==> src/rtl/rwi_pkg.sv <==
package rwi_pkg;
    // time constant in microseconds for a 5-bit code, piecewise linear in four segments
    function automatic int tc_us(input int code);
        if (code < 9)
            return 40 + 5 * code;
        else if (code < 17)
            return 90 + 10 * (code - 9);
        else if (code < 25)
            return 180 + 20 * (code - 17);
        else
            return 360 + 40 * (code - 25);
    endfunction

    // rounded fixed-point ratio of sample period to time constant
    function automatic int step_coef(input int code, input int smp_us, input int frac_w);
        int tc;
        tc = tc_us(code);
        return ((smp_us << frac_w) + tc / 2) / tc;
    endfunction
endpackage

==> src/rtl/rwi_rectify.sv <==
module rwi_rectify #(
    parameter int SMP_W = 10
) (
    input  logic [SMP_W-1:0] smp_i,
    output logic [SMP_W-1:0] mag_o
);
    // the unsigned result is as wide as the input, so the most negative code maps to 2^(SMP_W-1)
    always_comb begin
        if (smp_i[SMP_W-1])
            mag_o = ~smp_i + 1'b1;
        else
            mag_o = smp_i;
    end
endmodule

==> src/rtl/rwi_coef_lut.sv <==
module rwi_coef_lut
    import rwi_pkg::*;
#(
    parameter int TC_W   = 5,
    parameter int COEF_W = 8,
    parameter int FRAC_W = 8,
    parameter int SMP_US = 5
) (
    input  logic [TC_W-1:0]   code_i,
    output logic [COEF_W-1:0] coef_o
);
    localparam int N_TC = 1 << TC_W;

    logic [COEF_W-1:0] table_w [N_TC];

    for (genvar g = 0; g < N_TC; g++) begin : g_entry
        assign table_w[g] = COEF_W'(step_coef(g, SMP_US, FRAC_W));
    end

    assign coef_o = table_w[code_i];
endmodule

==> src/rtl/rwi_accum.sv <==
module rwi_accum #(
    parameter int SMP_W  = 10,
    parameter int OUT_W  = 10,
    parameter int FRAC_W = 8,
    parameter int TC_W   = 5,
    parameter int COEF_W = 8
) (
    input  logic                    clk,
    input  logic                    rst_n,
    input  logic                    smp_vld_i,
    input  logic [SMP_W-1:0]        mag_i,
    input  logic                    win_i,
    input  logic [TC_W-1:0]         tc_code_i,
    input  logic [COEF_W-1:0]       coef_i,
    output logic [TC_W-1:0]         tc_sel_o,
    output logic [OUT_W+FRAC_W-1:0] acc_o,
    output logic                    sat_o
);
    localparam int ACC_W = OUT_W + FRAC_W;
    localparam int MUL_W = SMP_W + COEF_W;
    localparam int SUM_W = ((MUL_W > ACC_W) ? MUL_W : ACC_W) + 1;
    localparam logic [ACC_W-1:0] ACC_MAX = '1;

    typedef struct packed {
        logic [ACC_W-1:0] acc;
        logic             sat;
        logic             win;
        logic [TC_W-1:0]  tc;
    } state_t;

    state_t st_q, st_d;

    logic             start_w;
    logic [MUL_W-1:0] step_w;
    logic [SUM_W-1:0] sum_w;

    assign start_w  = win_i & ~st_q.win;
    // the start cycle uses the new code so that its sample is scaled like the rest of the window
    assign tc_sel_o = start_w ? tc_code_i : st_q.tc;
    assign step_w   = MUL_W'(mag_i) * MUL_W'(coef_i);

    always_comb begin
        st_d     = st_q;
        st_d.win = win_i;
        if (start_w) begin
            st_d.acc = '0;
            st_d.sat = 1'b0;
            st_d.tc  = tc_code_i;
        end
        sum_w = SUM_W'(st_d.acc) + SUM_W'(step_w);
        if (win_i && smp_vld_i) begin
            if (sum_w > SUM_W'(ACC_MAX)) begin
                st_d.acc = ACC_MAX;
                st_d.sat = 1'b1;
            end else begin
                st_d.acc = sum_w[ACC_W-1:0];
            end
        end
    end

    always_ff @(posedge clk or negedge rst_n) begin
        if (!rst_n) begin
            st_q <= '0;
        end else begin
            st_q <= st_d;
        end
    end

    assign acc_o = st_q.acc;
    assign sat_o = st_q.sat;

    // inside a window the integrator only grows or stays
    a_r5_monotone: assert property (@(posedge clk) disable iff (!rst_n)
        !start_w |=> (st_q.acc >= $past(st_q.acc)));

    // with the window low the integrator is frozen
    a_r9_hold: assert property (@(posedge clk) disable iff (!rst_n)
        !win_i |=> $stable(st_q.acc) && $stable(st_q.sat));

    // the clamp flag stays up until a new window starts
    a_r6_sticky: assert property (@(posedge clk) disable iff (!rst_n)
        (st_q.sat && !start_w) |=> st_q.sat);

    // a raised flag means the integrator sits at full scale
    a_r6_full: assert property (@(posedge clk) disable iff (!rst_n)
        st_q.sat |-> (st_q.acc == ACC_MAX));

    // a start without a sample leaves a cleared integrator and flag
    a_r4_clear: assert property (@(posedge clk) disable iff (!rst_n)
        (start_w && !smp_vld_i) |=> (st_q.acc == '0) && !st_q.sat);

    // the latched code moves only on a window start
    a_r8_tc_latched: assert property (@(posedge clk) disable iff (!rst_n)
        !start_w |=> $stable(st_q.tc));
endmodule

==> src/rtl/rect_win_integ.sv <==
module rect_win_integ #(
    parameter int SMP_W  = 10,
    parameter int OUT_W  = 10,
    parameter int FRAC_W = 8,
    parameter int TC_W   = 5,
    parameter int COEF_W = 8,
    parameter int SMP_US = 5
) (
    input  logic             clk,
    input  logic             rst_n,
    input  logic             smp_vld_i,
    input  logic [SMP_W-1:0] smp_i,
    input  logic             win_i,
    input  logic [TC_W-1:0]  tc_code_i,
    output logic [OUT_W-1:0] level_o,
    output logic             clamp_o
);
    localparam int ACC_W = OUT_W + FRAC_W;

    logic [SMP_W-1:0]  mag_w;
    logic [COEF_W-1:0] coef_w;
    logic [TC_W-1:0]   tc_sel_w;
    logic [ACC_W-1:0]  acc_w;

    rwi_rectify #(.SMP_W(SMP_W)) u_rect (
        .smp_i (smp_i),
        .mag_o (mag_w)
    );

    rwi_coef_lut #(
        .TC_W  (TC_W),
        .COEF_W(COEF_W),
        .FRAC_W(FRAC_W),
        .SMP_US(SMP_US)
    ) u_lut (
        .code_i(tc_sel_w),
        .coef_o(coef_w)
    );

    rwi_accum #(
        .SMP_W (SMP_W),
        .OUT_W (OUT_W),
        .FRAC_W(FRAC_W),
        .TC_W  (TC_W),
        .COEF_W(COEF_W)
    ) u_acc (
        .clk      (clk),
        .rst_n    (rst_n),
        .smp_vld_i(smp_vld_i),
        .mag_i    (mag_w),
        .win_i    (win_i),
        .tc_code_i(tc_code_i),
        .coef_i   (coef_w),
        .tc_sel_o (tc_sel_w),
        .acc_o    (acc_w),
        .sat_o    (clamp_o)
    );

    assign level_o = acc_w[ACC_W-1 -: OUT_W];

    // right after reset the outputs are clear
    a_r1_reset: assert property (@(posedge clk) $rose(rst_n) |-> (level_o == '0) && !clamp_o);
endmodule

==> config.mk <==
export PLATFORM = sky130hd
export DESIGN_NAME = rect_win_integ
export DESIGN_NICKNAME = d
export VERILOG_FILES = /design/src/rtl/rwi_pkg.sv /design/src/rtl/rwi_rectify.sv /design/src/rtl/rwi_coef_lut.sv /design/src/rtl/rwi_accum.sv /design/src/rtl/rect_win_integ.sv
export SDC_FILE = /design/constraint.sdc
export NUM_CORES = 1
export LEC_CHECK = 0
export CAP_MARGIN = 5
export CORE_ASPECT_RATIO = 2
export CORE_UTILIZATION = 40
export CTS_CLUSTER_SIZE = 14
export DETAILED_ROUTE_END_ITERATION = 10
export GPL_TIMING_DRIVEN = 0
export PLACE_DENSITY = 0.54
export SYNTH_ARGS = -nofsm -noshare
export SYNTH_HDL_FRONTEND = slang
export SYNTH_HIERARCHICAL = 1
export SYNTH_SLANG_ARGS = --single-unit
==> constraint.sdc <==
create_clock -name clk -period 10.8 [get_ports clk]
set_input_delay 2.7 -clock clk [delete_from_list [all_inputs] [get_ports clk]]
set_output_delay 2.7 -clock clk [all_outputs]
set_load 0.005 [all_outputs]
# [Word level (Yosys, flattened, before mapping)]
# Memory sizes are Yosys's and may differ from the RTL's.
# Cells that the tools add are included.
# W data, S select, Z words.
[totals] reg_bits=25 latchBits=0 ram_bits=0 mem_bits_ro=256 output_inout_bits=11 wordCells=23 n_memories=1
[mem_list] memory="(no name shown)" depth=32 word_bits=8 rd=1 rd_clocked_by_memory_dff=0 write_ports=0 line_no="rwi_coef_lut.sv:20" source="assign coef_o = table_w[code_i];"
[op_classes] add_sub_neg=2 mul=1 div_mod_pow=0 n_lt_le_gt_ge=2 eq_ne=0 n_shift=0 mux=8 n_bitwise=4 reduce_logical=1
[op_table] operator="$mux W19" n=2
[op_table] operator="$add A18 B18 Y19" n=1
[op_table] operator="$gt A19 B18 Y1 const B" n=1
[op_table] operator="$mul A10 B8 Y18" n=1
[op_table] operator="$mux W18" n=1
[op_table] operator="$mux W8" n=2
[op_table] operator="$add A10 B1 Y10 const B" n=1
[op_table] operator="$mux W10" n=1
[op_table] operator="$not A10 Y10" n=1
[op_table] operator="$ge A6 B6 Y1 const B" n=1
[op_table] operator="$not A5 Y6" n=1
[op_table] operator="$mux W5" n=1
[op_table] operator="$and A1 B1 Y1" n=1
[op_table] operator="$logic_and A1 B1 Y1" n=1
[op_table] operator="$mux W1" n=1
[op_table] operator="$not A1 Y1" n=1

# [Depth between registers and ports, before layout]
# Gate-level depths: netlist (run 1).
[depth] word_depth=12 depth_mapped=28 ltp_nobuf=23

# [Cells and area by module]
# The synthesis (run 1) kept the hierarchy.
[modules_own_cells] mod="rwi_accum" instances=1 cells_each=479 area_each_um2=4396.7 seq_area_each_um2=625.6
[modules_own_cells] mod="rwi_coef_lut" instances=1 cells_each=45 area_each_um2=344.1 seq_area_each_um2=0.0
[modules_own_cells] mod="rwi_rectify" instances=1 cells_each=26 area_each_um2=190.2 seq_area_each_um2=0.0

# [Worst setup path after synthesis (run 1)]
# OpenSTA, ideal clock, no wires.
[synth_path] kind="input -> register" startpoint="input port win_i" endpoint="register u_acc.st_q (netlist bit u_acc/acc_o[17])" setup_ps=127 arrival_time_ps=8610 path_slack_ps=2063 stages=26 path_buffers=4 path_cell_list="nand2b_1 > clkbuf_1 > clkbuf_1 > mux2_2 > buf_4 > inv_1 > ha_1 > mux2i_1 > a2111oi_0 > o21ba_1 > clkbuf_1 > nand2_1 > fa_1 > inv_1 > fa_1 > fa_1 > inv_1 > fa_1 > inv_1 > ha_1 > a21o_1 > a221oi_2 > o21ai_2 > a311o_1 > a31oi_1 > o21ai_1"
[synth_lines] element="from (decl)" line_no="rect_win_integ.sv:13" source="input logic win_i,"
[synth_lines] element="to (signal assigned)" line_no="rwi_accum.sv:65" source="st_q <= st_d;"
[synth_lines] element="to (decl)" line_no="rwi_accum.sv:31" source="state_t st_q, st_d;"

==> flow_summary.json, run 1 <==
{
  "min_path_type": "reg -> reg",
  "io_pins": 30,
  "drive_gt1_share_pct": 10.4,
  "die_area_um2": 12600,
  "grtUsageTotal_pct": 20.1,
  "avgViaCountPerCell": 5.12,
  "dr.first_iter.drc_count": 128,
  "setup_viol": 0,
  "fillCellCount": 1187,
  "hold_violations": 0,
  "vias": 3690,
  "cts-root-buf": "clkbuf_16",
  "place.port_buffers": 28,
  "core-area_um2": 11800,
  "cts_resized": 0,
  "clk_path_buf_depth": 2,
  "grt_max_degree": 26,
  "clkSinkCount": 25,
  "finalInstanceArea_um2": 5420,
  "cp-end-kind": "flop",
  "grt_pass1_wl_mm": 19.3,
  "worstSkewPairLatency_ps": 260,
  "initial_core_util_pct": 41.4,
  "max_freq_mhz": 98.5,
  "crit_path_start_kind": "input pin",
  "post_cts_buffers": 0,
  "wire_per_inst_um": 15.8,
  "synth_cells": 542,
  "drc_errors": 0,
  "multi_input_area_um2": 3630,
  "grt_pass1_vias": 3951,
  "ctsHtreeMaxLevel": 1,
  "nets": 706,
  "dr.pass1.iters": 6,
  "antenna_found_initial": 0,
  "worst_pin_slew_ps": 1210,
  "critPathBufInv": 8,
  "required_ps": 10940,
  "cp_max_fo": 10,
  "rsz0062_at_grt": "false",
  "arrival_ps": 10290,
  "avgSynthCellArea_um2": 8.99,
  "ys_warn_count": 6,
  "placed_area_um2": 5340,
  "hold_slack_ps": 493,
  "clkTransAtPathRegs_ps": 70,
  "max-cap-violations": 0,
  "crit_type": "in -> reg",
  "hold_buffers": 0,
  "synthToLayoutAreaGrowth_pct": 11.4,
  "cts_made_buffers": 3,
  "slew_violations": 0,
  "syn-cell-area_um2": 4870,
  "cts_tree": "done",
  "grt_overflow_total": 0,
  "critPathTopFamily": "adder cells",
  "cpMaxStageDelayCell": "a21oi_1",
  "max_slew_margin_pct": 18.2,
  "die_h_um": 158,
  "fin_crit_ps": 10150,
  "n_antenna_cell": 0,
  "num_rows": 56,
  "die_x_um": 80.0,
  "antenna_left": 0,
  "routed_wl_mm": 11.4,
  "finClkSkew_ps": 5.30,
  "post-route-period-util_pct": 94.0,
  "tns_ps": 0,
  "status": "finished clean",
  "dp_hpwl_mm": 9.69,
  "routabilityCongestion": 0.869,
  "critPathMaxStageDelay_ps": 690,
  "regArea_um2": 626
}
cell type report:
| class | instances | share of cell area, % |
|---|---|---|
| multi-input combinational | 379 | 67.0 |
| clock buffer | 3 | 1.38 |
| inverter | 108 | 7.47 |
| buffer | 31 | 3.88 |
| clock inverter | 1 | 0.138 |
| sequential | 25 | 11.5 |
| timing repair buffer | 29 | 5.26 |
| tap | 145 | 3.34 |
cells in the final DEF (no fill, tap or decap), types with 12 or more instances in the layout:
master	count
inv_1	106
fa_1	65
and2_1	56
nand2_1	54
ha_1	45
clkdlybuf4s50_1	28
dfrtp_1	25
nor2_1	24
buf_4	19
xnor2_1	13
a21oi_1	12
metrics by stage:
step / std cells / worst slack, ps / util (%)
final: 721 / 649 / 46.1
after global placement: 716 / 98.4 / 45.3
after detailed placement: 717 / 314 / 45.4
after global routing: 721 / 45.6 / 46.1
after floorplan: 543 / 2060 / -
after CTS: 721 / 589 / 46.1
metal layers:
layer	vias up	part of all wire, %	global-route usage (%)
li1	1762	-	-
met1	1866	36	21.4
met2	51	61	41.1
met3	11	1.3	1.21
met4	0	1.9	4.51
met5	-	0	0
registers in the layout, indices dropped and copies added (netlist names):
name,count
u_acc/st_q,6
u_acc/acc_o,18
u_acc/sat_o,1
tightest hold or removal path: stages (launching register included):
cell and delay, ps:
dfrtp_1 350, nand2_1 50, o21ai_0 60
worst paths after layout:
kind	startpoint	to	slack [ps]	cells past startpoint
max	win_i	u_acc/acc_o[17]	650	26
min	u_acc/sat_o	u_acc/sat_o	490	2
max reg2reg	u_acc/st_q[5]	u_acc/acc_o[17]	3320	25
min reg2reg	u_acc/sat_o	u_acc/sat_o	490	2
max in group asynchronous	rst_n	u_acc/st_q[1]	7050	1
min in group asynchronous	rst_n	u_acc/acc_o[3]	3060	1
Power of run 1 is left out: the tool's default activity adds up to more than one toggle a clock period on the data nets, which glitch-free logic cannot reach.
==> run 2, diff against run 1 <==
--- a/config.mk
+++ b/config.mk
@@ -5,6 +5,7 @@
 export SDC_FILE = /design/constraint.sdc
 export NUM_CORES = 1
 export LEC_CHECK = 0
+export ABC_CLOCK_PERIOD_IN_PS = 10800
 export CAP_MARGIN = 5
 export CORE_ASPECT_RATIO = 2
 export CORE_UTILIZATION = 40
==> results of run 2 <==
No change in the layout: final DEF, timing and power equal those of run 1.
Power of run 2 is left out for the same reason.
==> run 3, diff against run 2 <==
--- a/config.mk
+++ b/config.mk
@@ -9,6 +9,7 @@
 export CAP_MARGIN = 5
 export CORE_ASPECT_RATIO = 2
 export CORE_UTILIZATION = 40
+export CTS_CLUSTER_DIAMETER = 120
 export CTS_CLUSTER_SIZE = 14
 export DETAILED_ROUTE_END_ITERATION = 10
 export GPL_TIMING_DRIVEN = 0
==> results of run 3 <==
No change in the layout: final DEF, timing and power equal those of run 1.
Power of run 3 is left out for the same reason.
